File: src/rtl/wake_sleep_pwr_pkg.sv
package wake_sleep_pwr_pkg;

   typedef enum logic [1:0] {
      PS_OFF   = 2'd0,
      PS_START = 2'd1,
      PS_ON    = 2'd2
   } pwr_state_t;

   function automatic int unsigned cnt_width(input int unsigned limit);
      return (limit < 2) ? 1 : $clog2(limit + 1);
   endfunction

endpackage

File: src/rtl/wake_sync.sv
module wake_sync #(
   parameter int unsigned STAGES = 2
) (
   input  logic clk,
   input  logic rst_n,
   input  logic d_i,
   output logic q_o
);

   generate
      if (STAGES == 0) begin : g_pass
         assign q_o = d_i;
      end else begin : g_chain
         logic [STAGES-1:0] chain_q;
         always_ff @(posedge clk or negedge rst_n) begin
            if (!rst_n) begin
               chain_q <= '0;
            end else begin
               chain_q[0] <= d_i;
               for (int k = 1; k < STAGES; k++) begin
                  chain_q[k] <= chain_q[k-1];
               end
            end
         end
         assign q_o = chain_q[STAGES-1];
      end
   endgenerate

endmodule

File: src/rtl/wake_qual.sv
module wake_qual
   import wake_sleep_pwr_pkg::*;
#(
   parameter int unsigned MIN_WAKE = 2500
) (
   input  logic clk,
   input  logic rst_n,
   input  logic wake_s,
   output logic wake_ok
);

   localparam int unsigned CNT_W = cnt_width(MIN_WAKE);
   localparam logic [CNT_W-1:0] CNT_MAX = CNT_W'(MIN_WAKE);

   logic [CNT_W-1:0] hi_cnt_q;

   always_ff @(posedge clk or negedge rst_n) begin
      if (!rst_n) begin
         hi_cnt_q <= '0;
      end else if (!wake_s) begin
         hi_cnt_q <= '0;
      end else if (hi_cnt_q != CNT_MAX) begin
         hi_cnt_q <= hi_cnt_q + 1'b1;
      end
   end

   assign wake_ok = (hi_cnt_q == CNT_MAX);

endmodule

File: src/rtl/sleep_gate.sv
module sleep_gate #(
   parameter int unsigned CTRL_W    = 16,
   parameter int unsigned SLEEP_BIT = 8
) (
   input  logic [CTRL_W-1:0] ctrl_word,
   input  logic              word_stb,
   input  logic              wake_s,
   output logic              sleep_req
);

   localparam logic [CTRL_W-1:0] SLEEP_MASK = CTRL_W'(1) << SLEEP_BIT;

   logic sleep_cmd;

   assign sleep_cmd = ((ctrl_word & SLEEP_MASK) == '0);
   assign sleep_req = word_stb & sleep_cmd & ~wake_s;

endmodule

File: src/rtl/pwr_fsm.sv
module pwr_fsm
   import wake_sleep_pwr_pkg::*;
#(
   parameter int unsigned START_CYC = 1
) (
   input  logic clk,
   input  logic rst_n,
   input  logic wake_ok,
   input  logic sleep_req,
   input  logic rail_kept,
   output logic reg_en,
   output logic restore_pulse,
   output logic restore_keep,
   output logic in_start
);

   localparam int unsigned ST_W = cnt_width(START_CYC);
   localparam logic [ST_W-1:0] ST_LAST = ST_W'(START_CYC - 1);

   pwr_state_t state_q;
   logic [ST_W-1:0] st_cnt_q;
   logic st_done;

   generate
      if (START_CYC == 1) begin : g_single
         assign st_done = 1'b1;
      end else begin : g_count
         assign st_done = (st_cnt_q == ST_LAST);
      end
   endgenerate

   always_ff @(posedge clk or negedge rst_n) begin
      if (!rst_n) begin
         state_q       <= PS_OFF;
         st_cnt_q      <= '0;
         reg_en        <= 1'b0;
         restore_pulse <= 1'b0;
         restore_keep  <= 1'b0;
      end else begin
         restore_pulse <= 1'b0;
         case (state_q)
            PS_OFF: begin
               if (wake_ok) begin
                  state_q       <= PS_START;
                  st_cnt_q      <= '0;
                  restore_pulse <= 1'b1;
                  restore_keep  <= rail_kept;
               end
            end
            PS_START: begin
               if (st_done) begin
                  state_q <= PS_ON;
                  reg_en  <= 1'b1;
               end else begin
                  st_cnt_q <= st_cnt_q + 1'b1;
               end
            end
            PS_ON: begin
               if (sleep_req) begin
                  state_q <= PS_OFF;
                  reg_en  <= 1'b0;
               end
            end
            default: begin
               state_q <= PS_OFF;
               reg_en  <= 1'b0;
            end
         endcase
      end
   end

   assign in_start = (state_q == PS_START);

endmodule

File: src/rtl/wake_sleep_pwr_ctl.sv
module wake_sleep_pwr_ctl #(
   parameter int unsigned CTRL_W      = 16,
   parameter int unsigned SLEEP_BIT   = 8,
   parameter int unsigned MIN_WAKE    = 2500,
   parameter int unsigned SYNC_STAGES = 2,
   parameter int unsigned START_CYC   = 1
) (
   input  logic              clk,
   input  logic              rst_n,
   input  logic              wake_i,
   input  logic [CTRL_W-1:0] ctrl_word,
   input  logic              word_stb,
   input  logic              rail_kept,
   output logic              reg_en,
   output logic              restore_pulse,
   output logic              restore_keep
);

   generate
      if (SLEEP_BIT >= CTRL_W) begin : g_bad_bit
         $error("SLEEP_BIT must index into ctrl_word");
      end
      if (MIN_WAKE < 1) begin : g_bad_wake
         $error("MIN_WAKE must be at least one cycle");
      end
      if (START_CYC < 1) begin : g_bad_start
         $error("START_CYC must be at least one cycle");
      end
   endgenerate

   logic wake_s;
   logic wake_ok;
   logic sleep_req;
   logic in_start;

   wake_sync #(.STAGES(SYNC_STAGES)) u_sync (
      .clk   (clk),
      .rst_n (rst_n),
      .d_i   (wake_i),
      .q_o   (wake_s)
   );

   wake_qual #(.MIN_WAKE(MIN_WAKE)) u_qual (
      .clk     (clk),
      .rst_n   (rst_n),
      .wake_s  (wake_s),
      .wake_ok (wake_ok)
   );

   sleep_gate #(.CTRL_W(CTRL_W), .SLEEP_BIT(SLEEP_BIT)) u_gate (
      .ctrl_word (ctrl_word),
      .word_stb  (word_stb),
      .wake_s    (wake_s),
      .sleep_req (sleep_req)
   );

   pwr_fsm #(.START_CYC(START_CYC)) u_fsm (
      .clk           (clk),
      .rst_n         (rst_n),
      .wake_ok       (wake_ok),
      .sleep_req     (sleep_req),
      .rail_kept     (rail_kept),
      .reg_en        (reg_en),
      .restore_pulse (restore_pulse),
      .restore_keep  (restore_keep),
      .in_start      (in_start)
   );

endmodule

File: config.mk
export PLATFORM = sky130hd
export DESIGN_NAME = wake_sleep_pwr_ctl
export DESIGN_NICKNAME = d
export VERILOG_FILES = /design/src/rtl/wake_sleep_pwr_pkg.sv /design/src/rtl/wake_sync.sv /design/src/rtl/wake_qual.sv /design/src/rtl/sleep_gate.sv /design/src/rtl/pwr_fsm.sv /design/src/rtl/wake_sleep_pwr_ctl.sv
export SDC_FILE = /design/constraint.sdc
export NUM_CORES = 1
export LEC_CHECK = 0
export BUFFER_PORTS_ARGS = -buffer_cell sky130_fd_sc_hd__buf_2
export CORE_MARGIN = 3
export CORE_UTILIZATION = 50
export CTS_CLUSTER_SIZE = 12
export DETAILED_ROUTE_END_ITERATION = 7
export PLACE_DENSITY = 0.88
export SLEW_MARGIN = 10
export SYNTH_ARGS = -nofsm -noshare
export SYNTH_HDL_FRONTEND = slang
export SYNTH_HIERARCHICAL = 1
export SYNTH_SLANG_ARGS = --single-unit
File: constraint.sdc
create_clock -name clk -period 2.2 [get_ports clk]
set_clock_uncertainty 0.1 [all_clocks]
set_input_delay 0 -clock clk [delete_from_list [all_inputs] [get_ports clk]]
set_output_delay 0 -clock clk [all_outputs]
set_load 0.01 [all_outputs]
==> results.yml, run 1 <==
routing:
  routed_length_per_instance_um: 14.3
  wirelength_um: 1780
  drtIter0Drc: 17
  postRouteAntennaNets: 0
  route.detailed.drc: 0
  route.vias.total: 718
  firstDrtPassIters: 4
  via_per_inst: 5.74
setup_path:
  critPathArrivalTime_ns: 1.93
  critical_path_peak_fanout: 5
  kind_of_end_point_of_the_critical_path: "flop"
  required_time_of_the_critical_path_ns: 2.28
  worst_r2r_path_depth: 6
  worst-setup-path-type: "flop to flop"
  start_kind: "flop"
  reg2reg_from: "u_qual/hi_cnt_q[0]"
  reg2reg_slack_ns: 0.35
  timing.rr.end: "u_fsm/restore_keep"
timing:
  worst_slew_margin_rel_pct: 73.0
  report.final.hold_viol_count: 0
  unrepaired_setup_endpoints_after_global_routing: "false"
  final_critical_path_setup_slack_ns: 0.351
  finalCriticalPeriod_ns: 1.85
  max_clock_freq_mhz: 541
  final.setup.tns_ns: 0
  final_setup_viols: 0
  timing.final.max_slew_violations: 0
  worst_hold_slack_ns: 0.0594
  period_share_pct: 84.0
  tightestPinTransition_ns: 0.404
final_layout:
  most_common_library_cell_in_the_layout_ignoring_fill_and_taps: "sky130_fd_sc_hd__dfrtp_1"
  finish.net_count: 125
  area_added_between_synthesis_and_finish_pct: 15.5
  filler_cell_count: 131
  diodes: 0
  drive_gt1_share_pct: 19.8
  layout.cells.non_filler: 125
  mostFrequentLayoutCells: "sky130_fd_sc_hd__dfrtp_1 (19), sky130_fd_sc_hd__buf_2 (8), sky130_fd_sc_hd__a21oi_1 (7), sky130_fd_sc_hd__nand2_1 (7)"
clock_network:
  cts_buffers: 3
  clock_sink_count: 19
  clkTransAtPathRegs_ns: 0.10
  clock_tree.buffer_depth: 2
  root_buffer: "sky130_fd_sc_hd__clkbuf_4"
  number_of_h_tree_levels: 1
  worst_skew_pair_later_pin_latency_ns: 0.29
  tritoncts: "built"
  cts_resized: 0
global_route:
  number_of_global_route_vias_before_repair: 716
  grt_first_pass_wirelength_um: 3210
  grt_start_max_net_pins: 20
  grt_util_all_layers_pct: 17.7
  grt_antenna_before_repair: 0
  overflow: 0
yosys:
  synth.yosys.seq_area_share_pct: 52.2
  syn-mean-instance-area_um2: 10.7
  synthesis.nets: 108
  synthTopCellsByArea: "sky130_fd_sc_hd__dfrtp_1 (52%), sky130_fd_sc_hd__o31ai_1 (4.1%), sky130_fd_sc_hd__or4_1 (4.1%), sky130_fd_sc_hd__a21oi_1 (3.8%), sky130_fd_sc_hd__nand2_1 (2.9%)"
  synth_ff_type: "sky130_fd_sc_hd__dfrtp_1"
  synthesized_instance_count: 85
  netlist.top_cell.by_area: "sky130_fd_sc_hd__dfrtp_1"
  synth-edff-count: 0
  synth.lib_cells_used.distinct: 28
  synthesis.yosys.warnings: 6
  synth-seq-cells: 19
  synthDominantCellAreaShare_pct: 52.2
  ys_async_sr_fraction_pct: 100
  mappedNetlistArea_um2: 911
power_and_ir_drop:
  power_density_nw_per_um2: 542
  peak_ir_drop_on_the_vdd_network_v: 0.000481
  cellLeakagePower_nw: 0.462
placed_design:
  buffer_ports.inserted: 8
  gp_congestion: 0.746
  place_hpwl_um: 1260
  dpl_worst_slack_ns: 0.362
  place_inst: 117
floorplan:
  floorplan.die.width_um: 48.7
  boundaryPins: 24
  die_area_um2: 2370
  rows: 14
  die_y_um: 48.7
  core_area_um2: 1610
  initial_utilization_pct: 56.5
run:
  cap_violations: 0
outcome:
  result_of_the_run: "finished clean"
hold_path:
  type_of_the_most_critical_hold_path: "input port to asynchronous set/reset pin"
## cell families after synthesis
logic type	Yosys count	synth area share (%)
DFF	19	52.2
muxes	3	3.43
and+or+nand+nor	36	26.4
buffers and inverters	6	2.47
AOI/OAI and AO/OA	18	11.8
xor gates and xnor gates	1	0.962
adders and majority gates	2	2.75
## synthesized netlist by cell type (all sizes together) (2+ instances only)
library cell  number
dfrtp             19
nor2               2
or4                5
inv                5
nand4              2
o21ai              4
ha                 2
nand3b             2
nand3              6
nor3b              3
o31ai              5
nand4b             2
a21oi              7
or3                4
mux2i              2
nand2              7
## metal layers
layer	up-vias	part of all wire [%]	GRT usage, %
met2	16	50	28.7
met5	-	0	0
met3	4	3.1	5.52
met4	0	1.7	6.16
li1	348	-	-
met1	350	46	22.2
## worst max-delay path: stages (launching register included)
cell                       delay (ns)
sky130_fd_sc_hd__dfrtp_1         0.45
sky130_fd_sc_hd__inv_1           0.11
sky130_fd_sc_hd__ha_1            0.14
sky130_fd_sc_hd__nand4b_1        0.13
sky130_fd_sc_hd__nor3_2          0.24
sky130_fd_sc_hd__nor3b_2         0.24
sky130_fd_sc_hd__mux2_1          0.33
## where the power goes
group / internal, mW / leakage [nW] / switching, mW
Combinational: 0.0152 / 0.186 / 0.0182
Clock: 0.0677 / 0.0177 / 0.103
Sequential: 0.355 / 0.258 / 0.0113
Total: 0.438 / 0.462 / 0.132
## state kept, by name, summed over array words and instances (netlist names)
name and cells:
u_qual/hi_cnt_q 12, u_fsm/state_q 2, u_sync/g_chain.chain_q 2, u_fsm/reg_en 1, u_fsm/restore_keep 1, u_fsm/restore_pulse 1
## how the worst max path moves through the flow
stage / startpoint / end / slack (ns) / cells after the start
after floorplan: u_qual/hi_cnt_q[0] / u_fsm/restore_keep / 0.36 / 6
after global placement: u_qual/hi_cnt_q[0] / u_fsm/restore_keep / 0.43 / 6
after detailed placement: u_qual/hi_cnt_q[0] / u_fsm/restore_keep / 0.36 / 6
after CTS: u_qual/hi_cnt_q[0] / u_fsm/restore_keep / 0.34 / 6
after global routing: u_qual/hi_cnt_q[0] / u_fsm/restore_keep / 0.20 / 6
final: u_qual/hi_cnt_q[0] / u_fsm/restore_keep / 0.35 / 6
## timing repair
item | CTS | global route
buffers inserted | 0 | 0
hold buffers | 4 | 0
hold endpoints to repair | 22 | 0
## through the flow
stage               area, um^2  util, %  total power, mW
finish                    1050     65.3            0.570
CTS                       1050     65.3            0.577
global placement           985     61.1            0.398
global route              1050     65.3            0.603
detailed placement         985     61.1            0.401
floorplan                  911        -            0.384
## layout make-up
| type | count | area [um^2] | share of cell area (%) |
|---|---|---|---|
| clock inverter | 1 | 5.00 | 0.476 |
| clock buffer | 3 | 22.5 | 2.14 |
| tap | 24 | 30.0 | 2.85 |
| timing repair buffer | 13 | 87.6 | 8.32 |
| sequential | 19 | 475 | 45.2 |
| inverter | 5 | 18.8 | 1.78 |
| multi-input combinational | 60 | 413 | 39.2 |
Note: power is estimated with default switching activity, not from simulation.
==> run 2: changes to the inputs <==
--- a/config.mk
+++ b/config.mk
@@ -7,10 +7,10 @@
 export LEC_CHECK = 0
 export BUFFER_PORTS_ARGS = -buffer_cell sky130_fd_sc_hd__buf_2
 export CORE_MARGIN = 3
-export CORE_UTILIZATION = 50
+export CORE_UTILIZATION = 45
 export CTS_CLUSTER_SIZE = 12
 export DETAILED_ROUTE_END_ITERATION = 7
-export PLACE_DENSITY = 0.88
+export PLACE_DENSITY = 0.85
 export SLEW_MARGIN = 10
 export SYNTH_ARGS = -nofsm -noshare
 export SYNTH_HDL_FRONTEND = slang
==> constraint.sdc (replaced) <==
create_clock -name clk -period 1.7 [get_ports clk]
set_clock_uncertainty 0.1 [all_clocks]
set_input_delay 0 -clock clk [delete_from_list [all_inputs] [get_ports clk]]
set_output_delay 0 -clock clk [all_outputs]
set_load 0.01 [all_outputs]
==> run 2 against run 1 <==
Against the previous run: cell count increased by 9.6%; setup slack got worse by 0.46 ns; register-to-register slack worse by 0.46 ns; the run now ends with negative setup slack left; sequential share of layout area fell by 5.8 points; count of clock-buffer cells in the layout is the same; die area is 9.7% higher.
==> results.yml, run 2 (same netlist as run 1, synthesis figures left out) <==
setup_path:
  reg2reg_slack_ns: -0.11
  timing.critical_path.cells: "inv_2 > ha_4 > nand4b_1 > nor3_4 > nor3b_4 > mux2_4"
  critical_path_peak_fanout: 2
  critPathArrivalTime_ns: 1.89
  cp_top_family: "simple AND/OR/NAND/NOR gates"
  kind_of_end_point_of_the_critical_path: "flop"
  critical_path.max_stage_delay_ns: 0.40
  start_kind: "flop"
  required_time_of_the_critical_path_ns: 1.78
  slowest_stage: "sky130_fd_sc_hd__dfrtp_1"
  worst-setup-path-type: "flop to flop"
  critPathBufInv: 1
power_and_ir_drop:
  cellLeakagePower_nw: 0.521
  p_sw_uw: 183
  share_clk_of_total_power_pct: 29.3
  pwr-share-seq_pct: 61.4
  peak_ir_drop_on_the_vdd_network_v: 0.000673
  netSwitchingFraction_pct: 24.0
  power_density_nw_per_um2: 633
  intPower_uw: 580
  comb_power_share_pct: 9.2
clock_network:
  clkTransAtPathRegs_ns: 0.11
  clock_tree.buffer_depth: 2
  cts_buffers: 3
  clock_sink_count: 19
  number_of_h_tree_levels: 1
  root_buffer: "sky130_fd_sc_hd__clkbuf_4"
  worst_skew_pair_later_pin_latency_ns: 0.29
  tritoncts: "built"
final_layout:
  top_flop_regs: "u_qual/hi_cnt_q (12), u_fsm/state_q (2), u_sync/g_chain.chain_q (2)"
  largest_register_ff_count: 12
  mostFrequentLayoutCells: "sky130_fd_sc_hd__dfrtp_1 (19), sky130_fd_sc_hd__buf_4 (12), sky130_fd_sc_hd__buf_2 (8)"
  diodes: 0
  drive_gt1_share_pct: 36.6
  most_common_library_cell_in_the_layout_ignoring_fill_and_taps: "sky130_fd_sc_hd__dfrtp_1"
  largest-register: "u_qual/hi_cnt_q"
  finish.net_count: 136
  area_added_between_synthesis_and_finish_pct: 32.4
  layout.cells.non_filler: 137
global_route:
  grt_first_pass_wirelength_um: 3220
  grt_util_all_layers_pct: 16.3
  overflow: 0
  grt_start_max_net_pins: 20
  number_of_global_route_vias_before_repair: 776
  grt_antenna_before_repair: 0
routing:
  via_per_inst: 5.79
  route.vias.total: 793
  route.detailed.drc: 0
  firstDrtPassIters: 4
  wirelength_um: 2020
  drtIter0Drc: 9
  postRouteAntennaNets: 0
  routed_length_per_instance_um: 14.8
outcome:
  failed_checks: "negative setup slack"
  result_of_the_run: "finished with violations"
placed_design:
  place_hpwl_um: 1350
  dpl_worst_slack_ns: -0.0325
  place_inst: 128
  gp_congestion: 0.824
  buffer_ports.inserted: 8
floorplan:
  core_area_um2: 1820
  floorplan.die.width_um: 51.0
  die_y_um: 51.0
  die_area_um2: 2600
  rows: 15
  initial_utilization_pct: 50.0
  boundaryPins: 24
timing:
  final.setup.tns_ns: -0.105
  worst_hold_slack_ns: 0.0599
  timing.final.max_slew_violations: 0
  finalCriticalPeriod_ns: 1.81
  final_setup_viols: 1
  report.final.hold_viol_count: 0
  unrepaired_setup_endpoints_after_global_routing: "true"
  final_critical_path_setup_slack_ns: -0.105
  tightestPinTransition_ns: 0.418
  period_share_pct: 106
  worst_slew_margin_rel_pct: 72.1
  max_clock_freq_mhz: 554
hold_path:
  type_of_the_most_critical_hold_path: "input port to asynchronous set/reset pin"
run:
  cap_violations: 0
## run 2: cell types whose count changed in the layout (fill, tap and decap cells not counted), moves of 2 or more
| cell | change |
|---|---|
| sky130_fd_sc_hd__ha_1 | -2 |
| sky130_fd_sc_hd__or3_4 | +2 |
| sky130_fd_sc_hd__or3_1 | -2 |
| sky130_fd_sc_hd__inv_2 | +2 |
| sky130_fd_sc_hd__inv_1 | -2 |
| sky130_fd_sc_hd__a21oi_2 | +2 |
| sky130_fd_sc_hd__a21oi_1 | -2 |
| sky130_fd_sc_hd__buf_4 | +11 |
| sky130_fd_sc_hd__ha_4 | +2 |
## run 2: power groups by stage
stage	clock network (mW)	logic [mW]	registers (mW)
3_3_place_gp	0	0.0486	0.476
3_5_place_dp	0	0.0505	0.477
4_1_cts	0.229	0.0579	0.468
5_1_grt	0.247	0.0772	0.470
6_report	0.224	0.0704	0.469
2_1_floorplan	0	0.0208	0.477
## run 2: path summary, 6_finish.rpt
check	start	end	depth (start not counted)
setup / recovery	u_qual/hi_cnt_q[1]	u_fsm/restore_keep	6
hold / removal	rst_n	u_qual/hi_cnt_q[11]	2
setup reg to reg	u_qual/hi_cnt_q[1]	u_fsm/restore_keep	6
hold reg to reg	u_sync/g_chain.chain_q[0]	u_sync/g_chain.chain_q[1]	0
max in group asynchronous	rst_n	u_fsm/state_q[1]	2
min in group clk	word_stb	u_fsm/state_q[1]	4
## run 2: repair_timing
item | CTS | global route
gates resized for setup | 0 | 13
pin swaps | 0 | 4
hold buffers | 4 | 0
cloned | 0 | 0
setup buffers | 0 | 1
endpoints found under the setup margin | 1 | 6
endpoints found under the hold margin | 22 | 0
## run 2: per-layer routing
metal	part of all wire (%)	global-route usage, %	up-vias	routed length [um]
li1	-	-	368	-
met1	44	20.3	404	895
met2	51	27.9	17	1030
met3	3.7	2.92	4	74
met4	1.1	6.28	0	23
met5	0	0	-	0
## run 2: area by class of cell
type	count	area, um^2
well taps	25	31.3
repair buffers	24	170
clock inverters	1	5.00
inverters	5	18.8
multi-input cells	60	483
fillers	138	614
flip-flops and latches	19	475
clock buffers	3	22.5
## run 2: through the flow
stage | power [mW] | util [%] | area, um^2
after detailed placement | 0.527 | 58.9 | 1070
after global routing | 0.795 | 66.3 | 1210
after CTS | 0.755 | 62.6 | 1140
after floorplan | 0.498 | - | 922
after global placement | 0.525 | 58.9 | 1070
final | 0.763 | 66.3 | 1210
==> run 3: changes to the inputs <==
--- a/config.mk
+++ b/config.mk
@@ -8,9 +8,11 @@
 export BUFFER_PORTS_ARGS = -buffer_cell sky130_fd_sc_hd__buf_2
 export CORE_MARGIN = 3
 export CORE_UTILIZATION = 45
-export CTS_CLUSTER_SIZE = 12
+export CTS_BUF_LIST = sky130_fd_sc_hd__clkbuf_16
+export CTS_CLUSTER_SIZE = 10
 export DETAILED_ROUTE_END_ITERATION = 7
 export PLACE_DENSITY = 0.85
+export SETUP_SLACK_MARGIN = 0.02
 export SLEW_MARGIN = 10
 export SYNTH_ARGS = -nofsm -noshare
 export SYNTH_HDL_FRONTEND = slang
==> run 3 against run 2 <==
Against the previous run: the flow still finishes with violations (negative setup slack); register-to-register slack hardly changed; power up 33%; non-clock buffer count shrank 1; critical endpoint unchanged; highest routed layer unchanged.
==> results.yml, run 3 (same netlist as run 1, synthesis figures left out) <==
outcome:
  result_of_the_run: "finished with violations"
  failed_checks: "negative setup slack"
placed_design:
  place_hpwl_um: 1350
  place_inst: 128
  dpl_cell_area_um2: 1070
  dpl_worst_slack_ns: -0.0325
  gp_congestion: 0.824
  buffer_ports.inserted: 8
power_and_ir_drop:
  cellLeakagePower_nw: 0.540
  peak_ir_drop_on_the_vdd_network_v: 0.000640
  power_density_nw_per_um2: 815
global_route:
  overflow: 0
  grt_antenna_before_repair: 0
  grt_util_all_layers_pct: 18.4
  grt_start_max_net_pins: 20
  number_of_global_route_vias_before_repair: 816
  grt_first_pass_wirelength_um: 3550
timing:
  worst_hold_slack_ns: 0.0345
  finalCriticalPeriod_ns: 1.81
  report.final.hold_viol_count: 0
  max_clock_freq_mhz: 553
  unrepaired_setup_endpoints_after_global_routing: "true"
  period_share_pct: 106
  timing.final.max_slew_violations: 0
  final_setup_viols: 1
  tightestPinTransition_ns: 0.422
  worst_slew_margin_rel_pct: 71.9
  final_critical_path_setup_slack_ns: -0.108
final_layout:
  largest-register: "u_qual/hi_cnt_q"
  area_taken_by_multi_input_logic_gates_um2: 479
  finish.net_count: 135
  mostFrequentLayoutCells: "sky130_fd_sc_hd__dfrtp_1 (19), sky130_fd_sc_hd__buf_4 (12), sky130_fd_sc_hd__buf_2 (8)"
  sequential_cell_area_um2: 475
  stdcell_area_um2: 1240
  most_common_library_cell_in_the_layout_ignoring_fill_and_taps: "sky130_fd_sc_hd__dfrtp_1"
  diodes: 0
  utilization_pct: 68.4
  top_flop_regs: "u_qual/hi_cnt_q (12), u_fsm/state_q (2), u_sync/g_chain.chain_q (2)"
  area_added_between_synthesis_and_finish_pct: 36.7
  largest_register_ff_count: 12
  filler_cell_count: 129
  drive_gt1_share_pct: 36.0
  layout.cells.non_filler: 136
run:
  cap_violations: 0
clock_network:
  clock_sink_count: 19
  root_buffer: "sky130_fd_sc_hd__clkbuf_16"
  clkTransAtPathRegs_ns: 0.05
  cts_buffers: 3
  worst_skew_pair_later_pin_latency_ns: 0.25
  clock_tree.buffer_depth: 2
  tritoncts: "built"
  number_of_h_tree_levels: 1
setup_path:
  cp_top_family: "simple AND/OR/NAND/NOR gates"
  required_time_of_the_critical_path_ns: 1.73
  kind_of_end_point_of_the_critical_path: "flop"
  reg2reg_slack_ns: -0.11
  critPathArrivalTime_ns: 1.84
  timing.critical_path.cells: "inv_2 > ha_4 > nand4b_1 > nor3_4 > nor3b_4 > mux2_4"
  start_kind: "flop"
  critPathBufInv: 1
  critical_path_peak_fanout: 2
  worst-setup-path-type: "flop to flop"
  slowest_stage: "sky130_fd_sc_hd__dfrtp_1"
  critical_path.max_stage_delay_ns: 0.38
routing:
  postRouteAntennaNets: 0
  routed_length_per_instance_um: 17.7
  wirelength_um: 2410
  drtIter0Drc: 23
  route.vias.total: 842
  firstDrtPassIters: 4
  via_per_inst: 6.19
  met3_wirelength_um: 155
  drt-met1-wl_um: 950
  route.detailed.drc: 0
  top_layer_used: "met4"
  wl_met2_um: 1230
hold_path:
  type_of_the_most_critical_hold_path: "input port to flop"
floorplan:
  core_area_um2: 1820
  initial_utilization_pct: 50.0
  boundaryPins: 24
  die_area_um2: 2600
  die_y_um: 51.0
  floorplan.die.width_um: 51.0
  rows: 15
==> run 3: cell count changes in the layout (fill, tap and decap cells not counted) <==
cell / before / now
sky130_fd_sc_hd__clkbuf_16: 0 / 3
sky130_fd_sc_hd__clkbuf_4: 3 / 0
sky130_fd_sc_hd__a21oi_1: 5 / 6
sky130_fd_sc_hd__a21oi_2: 2 / 1
sky130_fd_sc_hd__dlygate4sd3_1: 4 / 3
==> run 3: area by class of cell <==
cell class	instances	share of cell area [%]
clock buffers	3	6.03
clock inverters	1	0.402
inverters	5	1.51
multi-input cells	60	38.5
flip-flops and latches	19	38.2
well taps	25	2.51
repair buffers	23	12.9
==> run 3: what timing repair did <==
action / CTS / global route
endpoints found under the hold margin: 21 / 0
buffers inserted: 0 / 1
endpoints found under the setup margin: 1 / 6
pin swaps: 0 / 3
gates resized for setup: 0 / 12
hold buffers: 3 / 0
==> run 3: worst reg2reg max path, delay by kind of cell, from the launching register on <==
family	cells	cell delay [ns]
adder cells (fa/ha/maj)	1	0.12
flip-flops	1	0.38
AND/OR/NAND/NOR	3	0.68
multiplexers	1	0.33
buffers and inverters	1	0.08
==> run 3: per-layer routing <==
metal / track usage (%) / up-vias
met5: 0 / -
met1: 22.0 / 427
met2: 32.0 / 41
li1: - / 368
met3: 3.79 / 6
met4: 7.62 / 0
==> run 3: path summary, 6_finish.rpt <==
check | endpoint | from | cells after the start
worst max-delay path | u_fsm/restore_keep | u_qual/hi_cnt_q[0] | 6
worst min-delay path | u_fsm/state_q[1] | ctrl_word[8] | 4
worst max register to register | u_fsm/restore_keep | u_qual/hi_cnt_q[0] | 6
worst min register to register | u_sync/g_chain.chain_q[1] | u_sync/g_chain.chain_q[0] | 0
max in group asynchronous | u_qual/hi_cnt_q[5] | rst_n | 2
min in group asynchronous | u_qual/hi_cnt_q[8] | rst_n | 2
==> run 3: through the flow <==
| step | setup TNS, ns | power [mW] |
|---|---|---|
| after floorplan | -0.105 | 0.498 |
| after global placement | 0 | 0.525 |
| after detailed placement | -0.0325 | 0.527 |
| after CTS | -0.0763 | 1.01 |
| after global routing | -0.237 | 1.05 |
| final | -0.108 | 1.01 |
==> run 3: power by group <==
part / internal, mW / total (mW) / leakage, nW / switching (mW)
combinational: 0.0311 / 0.0707 / 0.240 / 0.0396
clock: 0.315 / 0.473 / 0.0409 / 0.159
sequential: 0.461 / 0.470 / 0.258 / 0.00973
total: 0.807 / 1.01 / 0.540 / 0.208
